[src/rtl/rar_pkg.sv]
package rar_pkg;

  typedef enum logic {
    MODE_NORMAL   = 1'b0,
    MODE_RUNAHEAD = 1'b1
  } rarMode_e;

  typedef struct packed {
    logic pop;       // remove the head entry
    logic clearAll;  // drop every entry, reset pointers
    logic save;      // capture the head PC as the replay point
  } rarStrobe_t;

endpackage

[src/rtl/rar_dpath.sv]
module rar_dpath
  import rar_pkg::*;
#(
  parameter int DEPTH = 16,
  parameter int PC_W  = 32
) (
  input  logic                     clk,
  input  logic                     rstN,
  input  rarStrobe_t               stb,
  input  logic                     allocValid,
  input  logic [PC_W-1:0]          allocPc,
  input  logic                     allocIsLoad,
  input  logic                     wbValid,
  input  logic [$clog2(DEPTH)-1:0] wbTag,
  input  logic                     missValid,
  input  logic [$clog2(DEPTH)-1:0] missTag,
  output logic                     allocReady,
  output logic [$clog2(DEPTH)-1:0] allocTag,
  output logic                     headValid,
  output logic                     headReady,
  output logic                     headIsLoad,
  output logic                     headMiss,
  output logic [PC_W-1:0]          headPc,
  output logic [PC_W-1:0]          savedPc,
  output logic                     isEmpty
);

  localparam int IDX_W = $clog2(DEPTH);
  localparam int PTR_W = IDX_W + 1;

  logic [PTR_W-1:0] headPtr, tailPtr;
  logic [IDX_W-1:0] headIdx, tailIdx;
  logic             isFull;
  logic             doAlloc;

  logic             entValid [DEPTH];
  logic             entReady [DEPTH];
  logic             entLoad  [DEPTH];
  logic             entMiss  [DEPTH];
  logic [PC_W-1:0]  entPc    [DEPTH];

  assign headIdx    = headPtr[IDX_W-1:0];
  assign tailIdx    = tailPtr[IDX_W-1:0];
  assign isEmpty    = (headPtr == tailPtr);
  assign isFull     = (headIdx == tailIdx) && (headPtr[IDX_W] != tailPtr[IDX_W]);
  assign allocReady = !isFull;
  assign allocTag   = tailIdx;
  assign doAlloc    = allocValid && !isFull && !stb.clearAll;

  assign headValid  = entValid[headIdx];
  assign headReady  = entReady[headIdx];
  assign headIsLoad = entLoad[headIdx];
  assign headMiss   = entMiss[headIdx];
  assign headPc     = entPc[headIdx];

  // Pointer pair with a wrap bit distinguishing full from empty.
  always_ff @(posedge clk) begin
    if (!rstN || stb.clearAll) begin
      headPtr <= '0;
      tailPtr <= '0;
    end else begin
      if (doAlloc) tailPtr <= tailPtr + PTR_W'(1);
      if (stb.pop) headPtr <= headPtr + PTR_W'(1);
    end
  end

  // Per-entry state.
  for (genvar g = 0; g < DEPTH; g++) begin : gEntry
    logic isTail, isHead, wbHit, missHit;
    assign isTail  = doAlloc && (tailIdx == IDX_W'(g));
    assign isHead  = stb.pop && (headIdx == IDX_W'(g));
    assign wbHit   = wbValid && (wbTag == IDX_W'(g)) && entValid[g];
    assign missHit = missValid && (missTag == IDX_W'(g)) && entValid[g];

    always_ff @(posedge clk) begin
      if (!rstN || stb.clearAll) begin
        entValid[g] <= 1'b0;
        entReady[g] <= 1'b0;
        entLoad[g]  <= 1'b0;
        entMiss[g]  <= 1'b0;
        entPc[g]    <= '0;
      end else if (isTail) begin
        entValid[g] <= 1'b1;
        entReady[g] <= 1'b0;
        entLoad[g]  <= allocIsLoad;
        entMiss[g]  <= 1'b0;
        entPc[g]    <= allocPc;
      end else if (isHead) begin
        entValid[g] <= 1'b0;
      end else begin
        if (wbHit)   entReady[g] <= 1'b1;
        if (missHit) entMiss[g]  <= 1'b1;
      end
    end
  end

  // Replay point.
  always_ff @(posedge clk) begin
    if (!rstN)         savedPc <= '0;
    else if (stb.save) savedPc <= headPc;
  end

  AST_FULL_HOLDS: assert property (@(posedge clk) disable iff (!rstN)
    (isFull && !stb.pop && !stb.clearAll) |=> isFull);
  AST_NO_POP_EMPTY: assert property (@(posedge clk) disable iff (!rstN)
    stb.pop |-> !isEmpty);
  AST_CLEAR_EMPTY: assert property (@(posedge clk) disable iff (!rstN)
    stb.clearAll |=> (isEmpty && allocReady));

endmodule

[src/rtl/rar_ctrl.sv]
module rar_ctrl
  import rar_pkg::*;
(
  input  logic       clk,
  input  logic       rstN,
  input  logic       flush,
  input  logic       missReturn,
  input  logic       headValid,
  input  logic       headReady,
  input  logic       headIsLoad,
  input  logic       headMiss,
  input  logic       isEmpty,
  output rarStrobe_t stb,
  output logic       retireValid,
  output logic       retireBogus,
  output logic       retireCommit,
  output logic       ckptSave,
  output logic       ckptRestore,
  output logic       redirectValid,
  output logic       runahead
);

  rarMode_e mode, modeNext;
  logic     restore, clearAll, canRetire, bogus;

  assign runahead  = (mode == MODE_RUNAHEAD);
  assign restore   = runahead && missReturn;
  assign clearAll  = restore || flush;
  assign canRetire = headValid && !clearAll &&
                     (headReady || (headIsLoad && headMiss));
  assign bogus     = canRetire && !headReady;

  assign retireValid   = canRetire;
  assign retireBogus   = bogus;
  assign retireCommit  = canRetire && !bogus && !runahead;
  assign ckptSave      = bogus && !runahead;
  assign ckptRestore   = restore;
  assign redirectValid = restore;

  assign stb.pop      = canRetire;
  assign stb.clearAll = clearAll;
  assign stb.save     = ckptSave;

  always_comb begin
    modeNext = mode;
    if (restore)       modeNext = MODE_NORMAL;
    else if (ckptSave) modeNext = MODE_RUNAHEAD;
  end

  always_ff @(posedge clk) begin
    if (!rstN) mode <= MODE_NORMAL;
    else       mode <= modeNext;
  end

  AST_HEAD_BLOCKS: assert property (@(posedge clk) disable iff (!rstN)
    (headValid && !headReady && !headMiss) |-> !retireValid);
  AST_SAVE_ENTERS: assert property (@(posedge clk) disable iff (!rstN)
    ckptSave |=> runahead);
  AST_RUN_NO_COMMIT: assert property (@(posedge clk) disable iff (!rstN)
    (runahead && retireValid) |-> !retireCommit);
  AST_NO_NESTED: assert property (@(posedge clk) disable iff (!rstN)
    runahead |-> !ckptSave);
  AST_RESTORE_EXIT: assert property (@(posedge clk) disable iff (!rstN)
    ckptRestore |=> (!runahead && isEmpty));
  AST_NORMAL_NO_REDIRECT: assert property (@(posedge clk) disable iff (!rstN)
    !runahead |-> !redirectValid);

endmodule

[src/rtl/runahead_rob.sv]
module runahead_rob
  import rar_pkg::*;
#(
  parameter int DEPTH = 16,
  parameter int PC_W  = 32
) (
  input  logic                     clk,
  input  logic                     rstN,
  input  logic                     flush,
  input  logic                     allocValid,
  input  logic [PC_W-1:0]          allocPc,
  input  logic                     allocIsLoad,
  output logic                     allocReady,
  output logic [$clog2(DEPTH)-1:0] allocTag,
  input  logic                     wbValid,
  input  logic [$clog2(DEPTH)-1:0] wbTag,
  input  logic                     missValid,
  input  logic [$clog2(DEPTH)-1:0] missTag,
  input  logic                     missReturn,
  output logic                     retireValid,
  output logic [PC_W-1:0]          retirePc,
  output logic                     retireBogus,
  output logic                     retireCommit,
  output logic                     ckptSave,
  output logic                     ckptRestore,
  output logic                     redirectValid,
  output logic [PC_W-1:0]          redirectPc,
  output logic                     runahead,
  output logic                     robEmpty
);

  rarStrobe_t      stb;
  logic            headValid, headReady, headIsLoad, headMiss;
  logic [PC_W-1:0] headPc, savedPc;

  rar_dpath #(.DEPTH(DEPTH), .PC_W(PC_W)) uDpath (
    .clk         (clk),
    .rstN        (rstN),
    .stb         (stb),
    .allocValid  (allocValid),
    .allocPc     (allocPc),
    .allocIsLoad (allocIsLoad),
    .wbValid     (wbValid),
    .wbTag       (wbTag),
    .missValid   (missValid),
    .missTag     (missTag),
    .allocReady  (allocReady),
    .allocTag    (allocTag),
    .headValid   (headValid),
    .headReady   (headReady),
    .headIsLoad  (headIsLoad),
    .headMiss    (headMiss),
    .headPc      (headPc),
    .savedPc     (savedPc),
    .isEmpty     (robEmpty)
  );

  rar_ctrl uCtrl (
    .clk           (clk),
    .rstN          (rstN),
    .flush         (flush),
    .missReturn    (missReturn),
    .headValid     (headValid),
    .headReady     (headReady),
    .headIsLoad    (headIsLoad),
    .headMiss      (headMiss),
    .isEmpty       (robEmpty),
    .stb           (stb),
    .retireValid   (retireValid),
    .retireBogus   (retireBogus),
    .retireCommit  (retireCommit),
    .ckptSave      (ckptSave),
    .ckptRestore   (ckptRestore),
    .redirectValid (redirectValid),
    .runahead      (runahead)
  );

  assign retirePc   = headPc;
  assign redirectPc = savedPc;

endmodule

[config.mk]
export PLATFORM = sky130hd
export DESIGN_NAME = runahead_rob
export DESIGN_NICKNAME = d
export VERILOG_FILES = /design/src/rtl/rar_pkg.sv /design/src/rtl/rar_dpath.sv /design/src/rtl/rar_ctrl.sv /design/src/rtl/runahead_rob.sv
export SDC_FILE = /design/constraint.sdc
export NUM_CORES = 1
export LEC_CHECK = 0
export ABC_CLOCK_PERIOD_IN_PS = 3600
export BUFFER_PORTS_ARGS = -buffer_cell sky130_fd_sc_hd__buf_2
export CAP_MARGIN = 20
export CORE_UTILIZATION = 35
export CTS_BUF_LIST = sky130_fd_sc_hd__clkbuf_8
export CTS_CLUSTER_SIZE = 16
export DETAILED_ROUTE_END_ITERATION = 7
export GPL_TIMING_DRIVEN = 0
export MAX_ROUTING_LAYER = met4
export PLACE_DENSITY = 0.51
export SYNTH_ARGS = -nofsm -noshare
export SYNTH_HDL_FRONTEND = slang
export SYNTH_SLANG_ARGS = --single-unit
[constraint.sdc]
create_clock -name clk -period 3.6 [get_ports clk]
set_input_delay 0.54 -clock clk [delete_from_list [all_inputs] [get_ports clk]]
set_output_delay 0.54 -clock clk [all_outputs]
set_load 0.005 [all_outputs]
==> run summary, run 1 <==
=================================================================================
Crit Path Category                                                     reg -> reg
Number of flops mapped to enable cells by yosys                               576
Predominant post-synthesis flop cell                                 sky130_fd_sc_hd__edfxtp_1
GRT met2 Usage                                                              34.0%
Fin nets                                                                     2214
Wire length per cell                                                      26.2 um
Met3 Usage GRT                                                              3.62%
Slowest cell delay on critical path                                       0.86 ns
Pin count of the biggest net entering global routing                           23
Number of cells on the worst hold path                                          3
Required time of the worst setup path                                     4.02 ns
Clock H-tree levels                                                             3
Post-route total power                                                    15.0 mW
Number of I/O pins                                                            125
Via/cell ratio                                                               5.18
Worst setup skew after layout                                           0.0431 ns
TritonCTS clock tree                                                         done
Global placement routability congestion                                     0.855
Final setup fails                                                               2
Number of iterations in the first detailed-routing pass                         5
Number of antenna violations at the first check in global routing               9
Proportion of synthesized chip area in sequential cells                     62.9%
Total global-route track usage                                              21.3%
Final critical-path share of the clock period                                100%
Slowest stage cell on the critical path                              sky130_fd_sc_hd__o21ai_4
Achievable clock frequency                                                277 MHz
Critical Path AT                                                          4.03 ns
Inst Count DP                                                                3116
Syn Area/Cell                                                            15.3 um2
Global route total overflow                                                     0
Hold buffer count at cts                                                        0
Die span in x                                                              290 um
Number of pins with negative max-slew slack in the final report                 0
Total of warnings raised by yosys                                               0
Worst path bufs/invs                                                            1
Clock buffer count from CTS                                                   107
Final instance count without filler cells                                    3318
Relative max-transition margin                                              28.2%
Minimum clock period                                                      3.62 ns
Area delta synth->final                                                     17.4%
Top Family by Delay on Critical Path                                 compound AO/OA/AOI/OAI gates
Final ANT Viol Nets                                                             0
Vias in the first global route                                              17460
Most frequent cells after synthesis                                  sky130_fd_sc_hd__edfxtp_1 (576), sky130_fd_sc_hd__and2_1 (532), sky130_fd_sc_hd__nand2_1 (110), sky130_fd_sc_hd__mux4_1 (85), sky130_fd_sc_hd__clkbuf_1 (82)
Run status                                                           finished, violations left
Synth Net Count                                                              1951
First-pass GRT wire length                                              124000 um
Die height                                                                 290 um
Synthesis-stage register bit count                                            623
Cell type with the highest occurrence count on the critical path     sky130_fd_sc_hd__nand2_1
Critical path launch point type                                          register
Cells taking the most area after synthesis                           sky130_fd_sc_hd__edfxtp_1 (60%), sky130_fd_sc_hd__and2_1 (11%), sky130_fd_sc_hd__mux4_1 (7.7%)
Worst IR Drop VDD                                                      0.000244 V
Number of filler instances in the final layout                               7460
Crit end category                                                        register
Area share of the largest cell type after synthesis                         59.6%
Number of maximum-capacitance violations                                        0
Die area                                                               0.0840 mm2
Cell area after synthesis                                              0.0290 mm2
Worst Max-Slew Pin Slew                                                   1.07 ns
Depth of the worst register-to-register path                                    7
Clock latency on the worst-skew pair                                      0.72 ns
Detailed-route via count                                                    17182
Chain of cells forming the critical path                             a21oi_1 -> nand2_1 -> a21oi_2 -> nand2_1 -> o21ai_4 -> buf_16 -> o21bai_1
GR met1 Demand/Resource                                                     28.1%
Setup slack after layout                                               -0.0166 ns
CP Depth                                                                        7
Maximum fanout along the worst path                                            13
Routed WL                                                                86800 um
Combined flip-flop and latch cell area                                 0.0182 mm2
Drt initial violations                                                       1497
Share of layout cells above drive strength 1                                23.1%
Count of cell types in the netlist                                             59
P_leak                                                                    13.3 nW
Core Footprint                                                         0.0821 mm2
Violations in the final reports                                      negative setup slack
Area of combinational cells with multiple inputs                       0.0102 mm2
Global route hottest layer                                                   met2
TritonCTS sink count                                                          623
Starting Density                                                            35.3%
Number of failing hold endpoints at the final stage                             0
Detailed placer's ending HPWL                                            60100 um
Clock slew seen by the registers of the worst setup and hold paths        0.06 ns
Number of placement rows                                                      105
Most repeated cell in the gate-level netlist after synthesis         sky130_fd_sc_hd__edfxtp_1
Clk Tree Root Cell                                                   sky130_fd_sc_hd__clkbuf_8
Synth async-reset ratio                                                        0%
Leading area contributor after synthesis                             sky130_fd_sc_hd__edfxtp_1
Worst slack at placement                                                -0.572 ns
Port Buffers                                                                  124
Deepest clock path buffer count                                                 3
Cells after Synth                                                            1895
Number of remaining DRC errors                                                  0
Pwr Density                                                            440 mW/mm2
RSZ-0062 raised after global routing                                         true
Min-Delay Path Class                                                    in -> reg
=================================================================================
worst paths after layout:
kind | start | slack, ns | to
worst max register to register | uCtrl.runahead | -0.02 | uDpath.entMiss[8]
worst min register to register | uDpath.savedPc[2] | 0.46 | uDpath.savedPc[2]
worst max-delay path | uCtrl.runahead | -0.02 | uDpath.entMiss[8]
worst min-delay path | missReturn | 0.16 | uCtrl.runahead
worst min-delay path: cells and delay by family:
kind	cells	cell delay, ns
and+or+nand+nor	1	0.10
AOI/OAI and AO/OA	1	0.08
buffers and inverters	1	0.09
cells in the final DEF (no fill, tap or decap), types with 4 or more instances in the layout:
cell	instances
sky130_fd_sc_hd__edfxtp_1	576
sky130_fd_sc_hd__and2_1	532
sky130_fd_sc_hd__buf_2	150
sky130_fd_sc_hd__clkbuf_8	120
sky130_fd_sc_hd__nand2_1	109
sky130_fd_sc_hd__mux4_2	87
sky130_fd_sc_hd__mux4_1	77
sky130_fd_sc_hd__clkbuf_1	60
sky130_fd_sc_hd__dfxtp_1	46
sky130_fd_sc_hd__mux2i_1	44
sky130_fd_sc_hd__inv_1	41
sky130_fd_sc_hd__nor3_1	32
sky130_fd_sc_hd__o21bai_1	32
sky130_fd_sc_hd__clkinv_1	31
sky130_fd_sc_hd__nand3_1	28
sky130_fd_sc_hd__buf_16	20
sky130_fd_sc_hd__buf_12	18
sky130_fd_sc_hd__clkbuf_2	18
sky130_fd_sc_hd__nor2_1	17
sky130_fd_sc_hd__buf_6	16
sky130_fd_sc_hd__o21ai_4	16
sky130_fd_sc_hd__or2_1	16
sky130_fd_sc_hd__nor3_2	15
sky130_fd_sc_hd__buf_4	13
sky130_fd_sc_hd__clkinv_2	12
sky130_fd_sc_hd__nor2_2	9
sky130_fd_sc_hd__nor2b_1	8
sky130_fd_sc_hd__nand4_1	8
sky130_fd_sc_hd__ha_1	8
sky130_fd_sc_hd__a21oi_1	7
sky130_fd_sc_hd__xor2_1	6
sky130_fd_sc_hd__o21ai_0	5
sky130_fd_sc_hd__or2_2	5
sky130_fd_sc_hd__nand2b_1	5
sky130_fd_sc_hd__o211ai_1	4
sky130_fd_sc_hd__nor2_4	4
metrics by stage:
stage / setup TNS, ns / instance area, um2 / hold WS, ns / utilization (%)
after floorplan: -0.872 / 29000 / 0.454 / -
after global placement: -1619.28 / 31000 / 0.441 / 37.7
after detailed placement: -127.42 / 31800 / 0.451 / 38.8
after CTS: -0.00787 / 34000 / 0.0891 / 41.4
after global routing: -2.56 / 34100 / 0.155 / 41.5
final: -0.0284 / 34100 / 0.156 / 41.5
routing by layer:
| metal | wire length [um] | vias to the layer above | share of wire [%] |
|---|---|---|---|
| met2 | 41600 | 604 | 48 |
| li1 | - | 7634 | - |
| met3 | 5590 | 119 | 6.4 |
| met4 | 1820 | 0 | 2.1 |
| met5 | 0 | - | 0 |
| met1 | 37800 | 8825 | 44 |
power by group:
group | internal [mW] | leakage [nW] | switching [mW]
Combinational | 0.293 | 5.33 | 0.482
Clock | 3.02 | 1.14 | 2.96
Sequential | 8.16 | 6.80 | 0.0713
Total | 11.5 | 13.3 | 3.51
cells by family (layout without fill, tap and decap cells):
group                    count (synthesis)  count (layout)  share of synthesized area [%]
adder cells (fa/ha/maj)                  8               8                          0.345
XOR/XNOR                                 8               8                          0.242
flip-flops                             623             623                           62.9
other                                    0               2                              0
buffers and inverters                  153             504                           2.83
AND/OR/NAND/NOR                        807             807                           16.3
multiplexers                           209             209                           15.4
AO/OA/AOI/OAI                           87              87                           2.04
repair_timing:
action,CTS,global route
setup buffers,2,0
pin swaps,0,1
resized for setup,84,37
setup endpoints to repair,195,248
registers in the layout, indices dropped and copies added (netlist names), named ones only:
register / flops
uDpath.entMiss: 16
uCtrl.runahead: 1
uDpath.headPtr: 5
uDpath.entPc: 512
uDpath.entValid: 16
uDpath.entReady: 16
uDpath.tailPtr: 5
uDpath.savedPc: 32
uDpath.entLoad: 16
cell type report:
class                   instances  area share (%)
multi-input cells            1119            29.8
well taps                    1070            3.93
clock buffers                 116            4.69
clock inverters                81            1.03
plain buffers                 148            2.99
flip-flops and latches        623            53.5
diodes                          2          0.0147
repair buffers                154            3.93
inverters                       5          0.0551
(Power assumes the default switching activity.)
==> run 2: changes to the inputs <==
Settings changed: BUFFER_PORTS_ARGS -buffer_cell sky130_fd_sc_hd__buf_2 to -buffer_cell sky130_fd_sc_hd__clkbuf_2, CTS_CLUSTER_SIZE 16 to 24, SETUP_SLACK_MARGIN set to 0.5.
==> run 2 against run 1 <==
The flow now finishes without violations. Count of clock-buffer cells in the layout down 1. Sequential share of layout area fell by 1.9 points. Hold slack better by 0.0089 ns. Combinational power increased by 7.5%. Critical path type is now reg -> out.
==> run summary, run 2 (synthesis results as in run 1) <==
=================================================================================
Registers with the most flip-flops                                   uDpath.entPc x512, uDpath.savedPc x32
Maximum fanout along the worst path                                             9   -4
Via/cell ratio                                                               5.19   +0.20%
Critical path launch point type                                          register
Number of antenna violations at the first check in global routing               8   -1
Slowest cell delay on critical path                                       0.53 ns   -0.33 ns
Wire length per cell                                                      26.4 um   +0.82%
Final ANT Viol Nets                                                             0   unchanged
Clock buffer count from CTS                                                   108   +0.93%
Clock latency on the worst-skew pair                                      0.73 ns   about the same
Clock slew seen by the registers of the worst setup and hold paths        0.06 ns   about the same
Worst setup endpoint                                                 retirePc[30]
Detailed placer's ending HPWL                                            59500 um   -1.1%
Die span in x                                                              290 um   unchanged
Vias in the first global route                                              18057   +3.4%
Final critical-path share of the clock period                               95.1%   -5.4 points
Total routed wire length on the met1 layer                               38400 um   +1.4%
Flop-to-flop setup slack                                                  0.57 ns   +0.59 ns
Achievable clock frequency                                                292 MHz   +5.7%
Run status                                                           finished clean
Depth of the worst register-to-register path                                    8   +1
Routed WL                                                                89500 um   +3.1%
Worst slack at placement                                                -0.610 ns   -0.0381 ns
Die height                                                                 290 um   unchanged
Port Buffers                                                                  124   unchanged
Leading cell types in the layout, fill and taps excluded             sky130_fd_sc_hd__edfxtp_1 (576), sky130_fd_sc_hd__and2_1 (531), sky130_fd_sc_hd__clkbuf_2 (148)
Startpoint of the lowest-slack hold path                              allocPc[11]
Pwr Density                                                            429 mW/mm2   -2.4%
Number of I/O pins                                                            125   unchanged
Worst Max-Slew Pin Slew                                                   1.16 ns   +0.0862 ns
RSZ-0062 raised after global routing                                         true
P_leak                                                                    13.6 nW   +2.4%
Total global-route track usage                                              21.7%   +0.36 points
First-pass GRT wire length                                              126000 um   +1.6%
CP Depth                                                                        7   unchanged
Die area                                                               0.0840 mm2   unchanged
TritonCTS sink count                                                          623   unchanged
Clk Tree Root Cell                                                   sky130_fd_sc_hd__clkbuf_8
Deepest clock path buffer count                                                 3   unchanged
Number of placement rows                                                      105   unchanged
Cell area after placement                                              0.0318 mm2   -0.16%
TritonCTS clock tree                                                         done
Setup Total Neg Slack                                                        0 ns   +0.0284 ns
Critical Path AT                                                          2.88 ns   -1.15 ns
Global placement routability congestion                                     0.836   -2.2%
Starting Density                                                            35.3%   unchanged
Relative max-transition margin                                              22.6%   -5.6 points
Post-layout util                                                            43.0%   +1.5 points
Worst setup skew after layout                                           0.0276 ns   -0.0155 ns
Number of pins with negative max-slew slack in the final report                 0   unchanged
Crit end category                                                     output port
Detailed-route via count                                                    17606   +2.5%
Fin nets                                                                     2292   +3.5%
Slowest stage cell on the critical path                              sky130_fd_sc_hd__mux4_2
Number of remaining DRC errors                                                  0   unchanged
Register containing the most flip-flops in the final layout          uDpath.entPc
Pin count of the biggest net entering global routing                           24   +4.3%
Global route total overflow                                                     0   unchanged
Top Family by Delay on Critical Path                                 multiplexers
Drt initial violations                                                       1594   +6.5%
R2r startpoint                                                       uDpath.tailPtr[0]
Number of iterations in the first detailed-routing pass                         6   +1
Area delta synth->final                                                     21.8%
Leading cell type in the layout, fill and taps excluded              sky130_fd_sc_hd__edfxtp_1
Number of failing hold endpoints at the final stage                             0   unchanged
Number of flip-flops in the largest register                                  512   unchanged
Wire length on met3                                                       6120 um   +9.4%
Core Footprint                                                         0.0821 mm2   unchanged
Crit Path Category                                                     reg -> out
Number of maximum-capacitance violations                                        0   unchanged
Uppermost metal layer occupied by signal nets                                met4
Area of all placed cells without fillers                               0.0353 mm2   +3.7%
Final hold slack                                                         0.165 ns   +0.00892 ns
Minimum clock period                                                      3.42 ns   -0.194 ns
Worst IR Drop VDD                                                      0.000264 V   +7.9%
Worst path bufs/invs                                                            5   +4
Met2 wire len                                                            42600 um   +2.4%
Min-Delay Path Class                                                    in -> reg
Chain of cells forming the critical path                             buf_12 -> buf_16 -> buf_6 -> buf_16 -> mux4_2 -> mux4_2 -> clkbuf_2
Hold buffer count at cts                                                        0   unchanged
Clock H-tree levels                                                             3   unchanged
Worst r2r dst                                                        uDpath.entPc[11][13]
Required time of the worst setup path                                     3.06 ns   -0.96 ns
Final setup fails                                                               0   -2
Share of layout cells above drive strength 1                                29.8%   +6.7 points
Setup slack after layout                                                 0.177 ns   +0.194 ns
=================================================================================
## run 2: changes by cell type in the layout (fill, tap and decap cells not counted), moves of 19 or more
cell | before | now
sky130_fd_sc_hd__buf_12 | 18 | 37
sky130_fd_sc_hd__buf_2 | 150 | 25
sky130_fd_sc_hd__buf_4 | 13 | 52
sky130_fd_sc_hd__clkbuf_2 | 18 | 148
sky130_fd_sc_hd__mux4_1 | 77 | 19
sky130_fd_sc_hd__mux4_2 | 87 | 145
## run 2: worst min-delay path by stage
stage	end	slack [ns]	depth (start not counted)
floorplan	uDpath.headPtr[4]	0.45	2
global placement	uDpath.savedPc[24]	0.44	2
detailed placement	uDpath.savedPc[15]	0.45	2
CTS	uCtrl.runahead	0.11	3
global route	uDpath.entPc[14][19]	0.16	2
finish	uDpath.entPc[14][11]	0.16	2
## run 2: worst reg2reg max path: stages (launching register included)
cell and delay (ns):
sky130_fd_sc_hd__dfxtp_1 0.50, sky130_fd_sc_hd__xor2_1 0.13, sky130_fd_sc_hd__nor4_2 0.45, sky130_fd_sc_hd__a21oi_2 0.22
sky130_fd_sc_hd__nand2_1 0.20, sky130_fd_sc_hd__buf_2 0.47, sky130_fd_sc_hd__nor2_4 0.20, sky130_fd_sc_hd__clkbuf_2 0.34
sky130_fd_sc_hd__and2_1 0.27
## run 2: final cells by class
cell class	instances	area [um2]
fillers	7335	46800
flip-flops and latches	623	18200
multi-input cells	1120	10100
repair buffers	230	2390
clock buffers	115	1580
well taps	1070	1340
plain buffers	148	1200
clock inverters	79	410
inverters	5	18.8
diodes	3	7.51
## run 2: where the power goes
part	total (mW)	internal [mW]	switching, mW
Clock	6.09	3.14	2.95
Sequential	8.24	8.16	0.0789
Combinational	0.833	0.338	0.496
Total	15.2	11.6	3.52
## run 2: layer usage
layer	vias to the layer above	track usage, %
met2	646	34.4
met3	148	4.31
met1	9072	28.0
met5	-	-
li1	7740	-
met4	0	7.02
## run 2: repair_timing
action / CTS / global route
setup endpoints to repair: 849 / 500
pin swaps: 14 / 9
setup buffers: 49 / 17
gates resized for setup: 219 / 60
gates cloned: 11 / 4
## run 2: stage by stage
step	instances	power [mW]
after detailed placement	3115	9.14
after floorplan	1895	8.71
after global placement	3089	9.04
final	3393	15.2
after global routing	3391	15.6
after CTS	3369	15.3
==> run 3: changes to the inputs <==
Settings changed: BUFFER_PORTS_ARGS -buffer_cell sky130_fd_sc_hd__clkbuf_2 to not set, DONT_BUFFER_PORTS set to 1, PLACE_DENSITY 0.51 to 0.5.
==> run 3 against run 2 <==
Cell area down 0.54%. Wire length increased by 4.4%. First-iteration DRC count increased by 4.0%. Power fell by 0.42%.
==> run summary, run 3 (synthesis results as in run 1) <==
=================================================================================
Detailed placer's ending HPWL                                            59500 um   about the same
Deepest clock path buffer count                                                 3   unchanged
Sequential group share of total power                                       54.5%   +0.2 points
Cell area after placement                                              0.0313 mm2   -1.7%
Final ANT Viol Nets                                                             0   unchanged
Final setup fails                                                               0   unchanged
Clock latency on the worst-skew pair                                      0.73 ns   about the same
Clock slew seen by the registers of the worst setup and hold paths        0.06 ns   about the same
Global placement routability congestion                                     0.850   +1.7%
Pwr Density                                                            430 mW/mm2   +0.12%
Number of flip-flops in the largest register                                  512   unchanged
Core Footprint                                                         0.0821 mm2   unchanged
Net switching component of the power                                      3.58 mW   +1.6%
Met3 Usage GRT                                                              5.20%   +0.89 points
Worst slack at placement                                                -0.475 ns   +0.136 ns
Combinational power share                                                    5.5%   about the same
Detailed-route via count                                                    17752   +0.83%
Achievable clock frequency                                                288 MHz   -1.4%
Die height                                                                 290 um   unchanged
Critical path launch point type                                          register
Required time of the worst setup path                                     3.06 ns   about the same
Routed WL                                                                93500 um   +4.4%
Final critical-path share of the clock period                               96.4%   +1.4 points
GRT met2 Usage                                                              35.4%   +0.98 points
Clock H-tree levels                                                             3   unchanged
Share of layout cells above drive strength 1                                24.7%   -5.1 points
Relative max-transition margin                                              26.6%   +4.0 points
Crit end category                                                     output port
Port Buffers                                                                    0   -100%
Via/cell ratio                                                               5.36   +3.2%
TritonCTS clock tree                                                         done
Number of maximum-capacitance violations                                        0   unchanged
RSZ-0062 raised after global routing                                         true
Number of antenna violations at the first check in global routing               9   +1
Area delta synth->final                                                     21.1%
First-pass GRT wire length                                              132000 um   +4.5%
Number of remaining DRC errors                                                  0   unchanged
Number of I/O pins                                                            125   unchanged
Total global-route track usage                                              22.9%   +1.2 points
Number of failing hold endpoints at the final stage                             0   unchanged
Critical Path AT                                                          2.93 ns   +0.05 ns
Clk network pwr share                                                       40.0%   -0.2 points
Worst setup skew after layout                                           0.0323 ns   +0.00472 ns
Area of all placed cells without fillers                               0.0351 mm2   -0.54%
Area of combinational cells with multiple inputs                       0.0102 mm2   +0.94%
Drt initial violations                                                       1658   +4.0%
Clock buffer count from CTS                                                   109   +0.93%
Run status                                                           finished clean
Setup slack after layout                                                 0.129 ns   -0.0487 ns
Combined flip-flop and latch cell area                                 0.0182 mm2   unchanged
Fin nets                                                                     2204   -3.8%
Leading cell types in the layout, fill and taps excluded             sky130_fd_sc_hd__edfxtp_1 (576), sky130_fd_sc_hd__and2_1 (532), sky130_fd_sc_hd__mux4_2 (126)
Wire length per cell                                                      28.2 um   +6.8%
Global route hottest layer                                                   met2
Die span in x                                                              290 um   unchanged
Global route total overflow                                                     0   unchanged
Min-Delay Path Class                                                    in -> reg
Maximum fanout along the worst path                                             8   -1
GR met1 Demand/Resource                                                     30.0%   +2.1 points
Registers with the most flip-flops                                   uDpath.entPc x512, uDpath.savedPc x32
Die area                                                               0.0840 mm2   unchanged
Number of placement rows                                                      105   unchanged
Worst Max-Slew Pin Slew                                                   1.10 ns   -0.0599 ns
Leading cell type in the layout, fill and taps excluded              sky130_fd_sc_hd__edfxtp_1
P_leak                                                                    13.3 nW   -2.1%
Register containing the most flip-flops in the final layout          uDpath.entPc
Minimum clock period                                                      3.47 ns   +0.0487 ns
Starting Density                                                            35.3%   unchanged
Number of iterations in the first detailed-routing pass                         5   -1
TritonCTS sink count                                                          623   unchanged
Internal Pwr Total                                                        11.5 mW   -1.0%
Number of filler instances in the final layout                               7411   +1.0%
Number of pins with negative max-slew slack in the final report                 0   unchanged
Vias in the first global route                                              18206   +0.83%
Crit Path Category                                                     reg -> out
Sw Share                                                                    23.7%   +0.46 points
Clk Tree Root Cell                                                   sky130_fd_sc_hd__clkbuf_8
Worst IR Drop VDD                                                      0.000257 V   -2.6%
Pin count of the biggest net entering global routing                           23   -4.2%
=================================================================================
==> run 3: power by group through the flow <==
stage	registers (mW)	logic, mW	clock network [mW]
2_1_floorplan	8.35	0.354	0
3_3_place_gp	8.39	0.586	0
3_5_place_dp	8.38	0.706	0
4_1_cts	8.23	0.828	6.16
5_1_grt	8.25	0.873	6.44
6_report	8.23	0.830	6.03
==> run 3: worst paths after layout <==
| path | from | to | slack [ns] | depth (start not counted) |
|---|---|---|---|---|
| worst max-delay path | register | retirePc[10] | 0.13 | 7 |
| worst min-delay path | allocPc[19] | uDpath.entPc[10][19] | 0.05 | 1 |
| worst max register to register | uCtrl.runahead | uDpath.entPc[3][7] | 0.60 | 7 |
| worst min register to register | uDpath.savedPc[3] | uDpath.savedPc[3] | 0.48 | 2 |
==> run 3: through the flow <==
stage | hold slack, ns | std cells | utilization (%) | setup TNS, ns | power [mW]
after detailed placement | 0.470 | 2995 | 38.1 | -81.18 | 9.08
after floorplan | 0.454 | 1895 | - | -0.615 | 8.71
final | 0.0512 | 3315 | 42.8 | 0 | 15.1
after global routing | 0.0105 | 3312 | 42.8 | 0 | 15.6
after global placement | 0.464 | 2965 | 37.0 | -1035.78 | 8.97
after CTS | 0.00131 | 3298 | 42.6 | 0 | 15.2
==> run 3: critical path: stages, from the launching register on <==
cell and delay (ns):
sky130_fd_sc_hd__dfxtp_4 0.39, sky130_fd_sc_hd__buf_12 0.11, sky130_fd_sc_hd__buf_12 0.13, sky130_fd_sc_hd__buf_16 0.18, sky130_fd_sc_hd__buf_4 0.17, sky130_fd_sc_hd__buf_16 0.13, sky130_fd_sc_hd__mux4_1 0.57, sky130_fd_sc_hd__mux4_2 0.53
==> run 3: final cells by class <==
| cell class | instances | area share, % |
|---|---|---|
| sequential | 623 | 51.9 |
| multi-input combinational | 1120 | 29.1 |
| antenna | 7 | 0.0499 |
| tap | 1070 | 3.81 |
| clock buffer | 116 | 4.54 |
| buffer | 148 | 3.34 |
| timing repair buffer | 141 | 6.08 |
| inverter | 5 | 0.0605 |
| clock inverter | 85 | 1.08 |
==> run 3: what timing repair did <==
action	in CTS	in global routing
pin swaps	17	5
hold endpoints to repair	198	0
buffers inserted	56	9
cloned	12	1
endpoints found under the setup margin	974	344
hold buffers	34	0
gates resized for setup	239	29
==> run 3: per-layer routing <==
layer | wire length, um | part of all wire (%)
met2 | 43800 | 47
met5 | 0 | 0
met1 | 39400 | 42
met4 | 2730 | 2.9
met3 | 7530 | 8.1
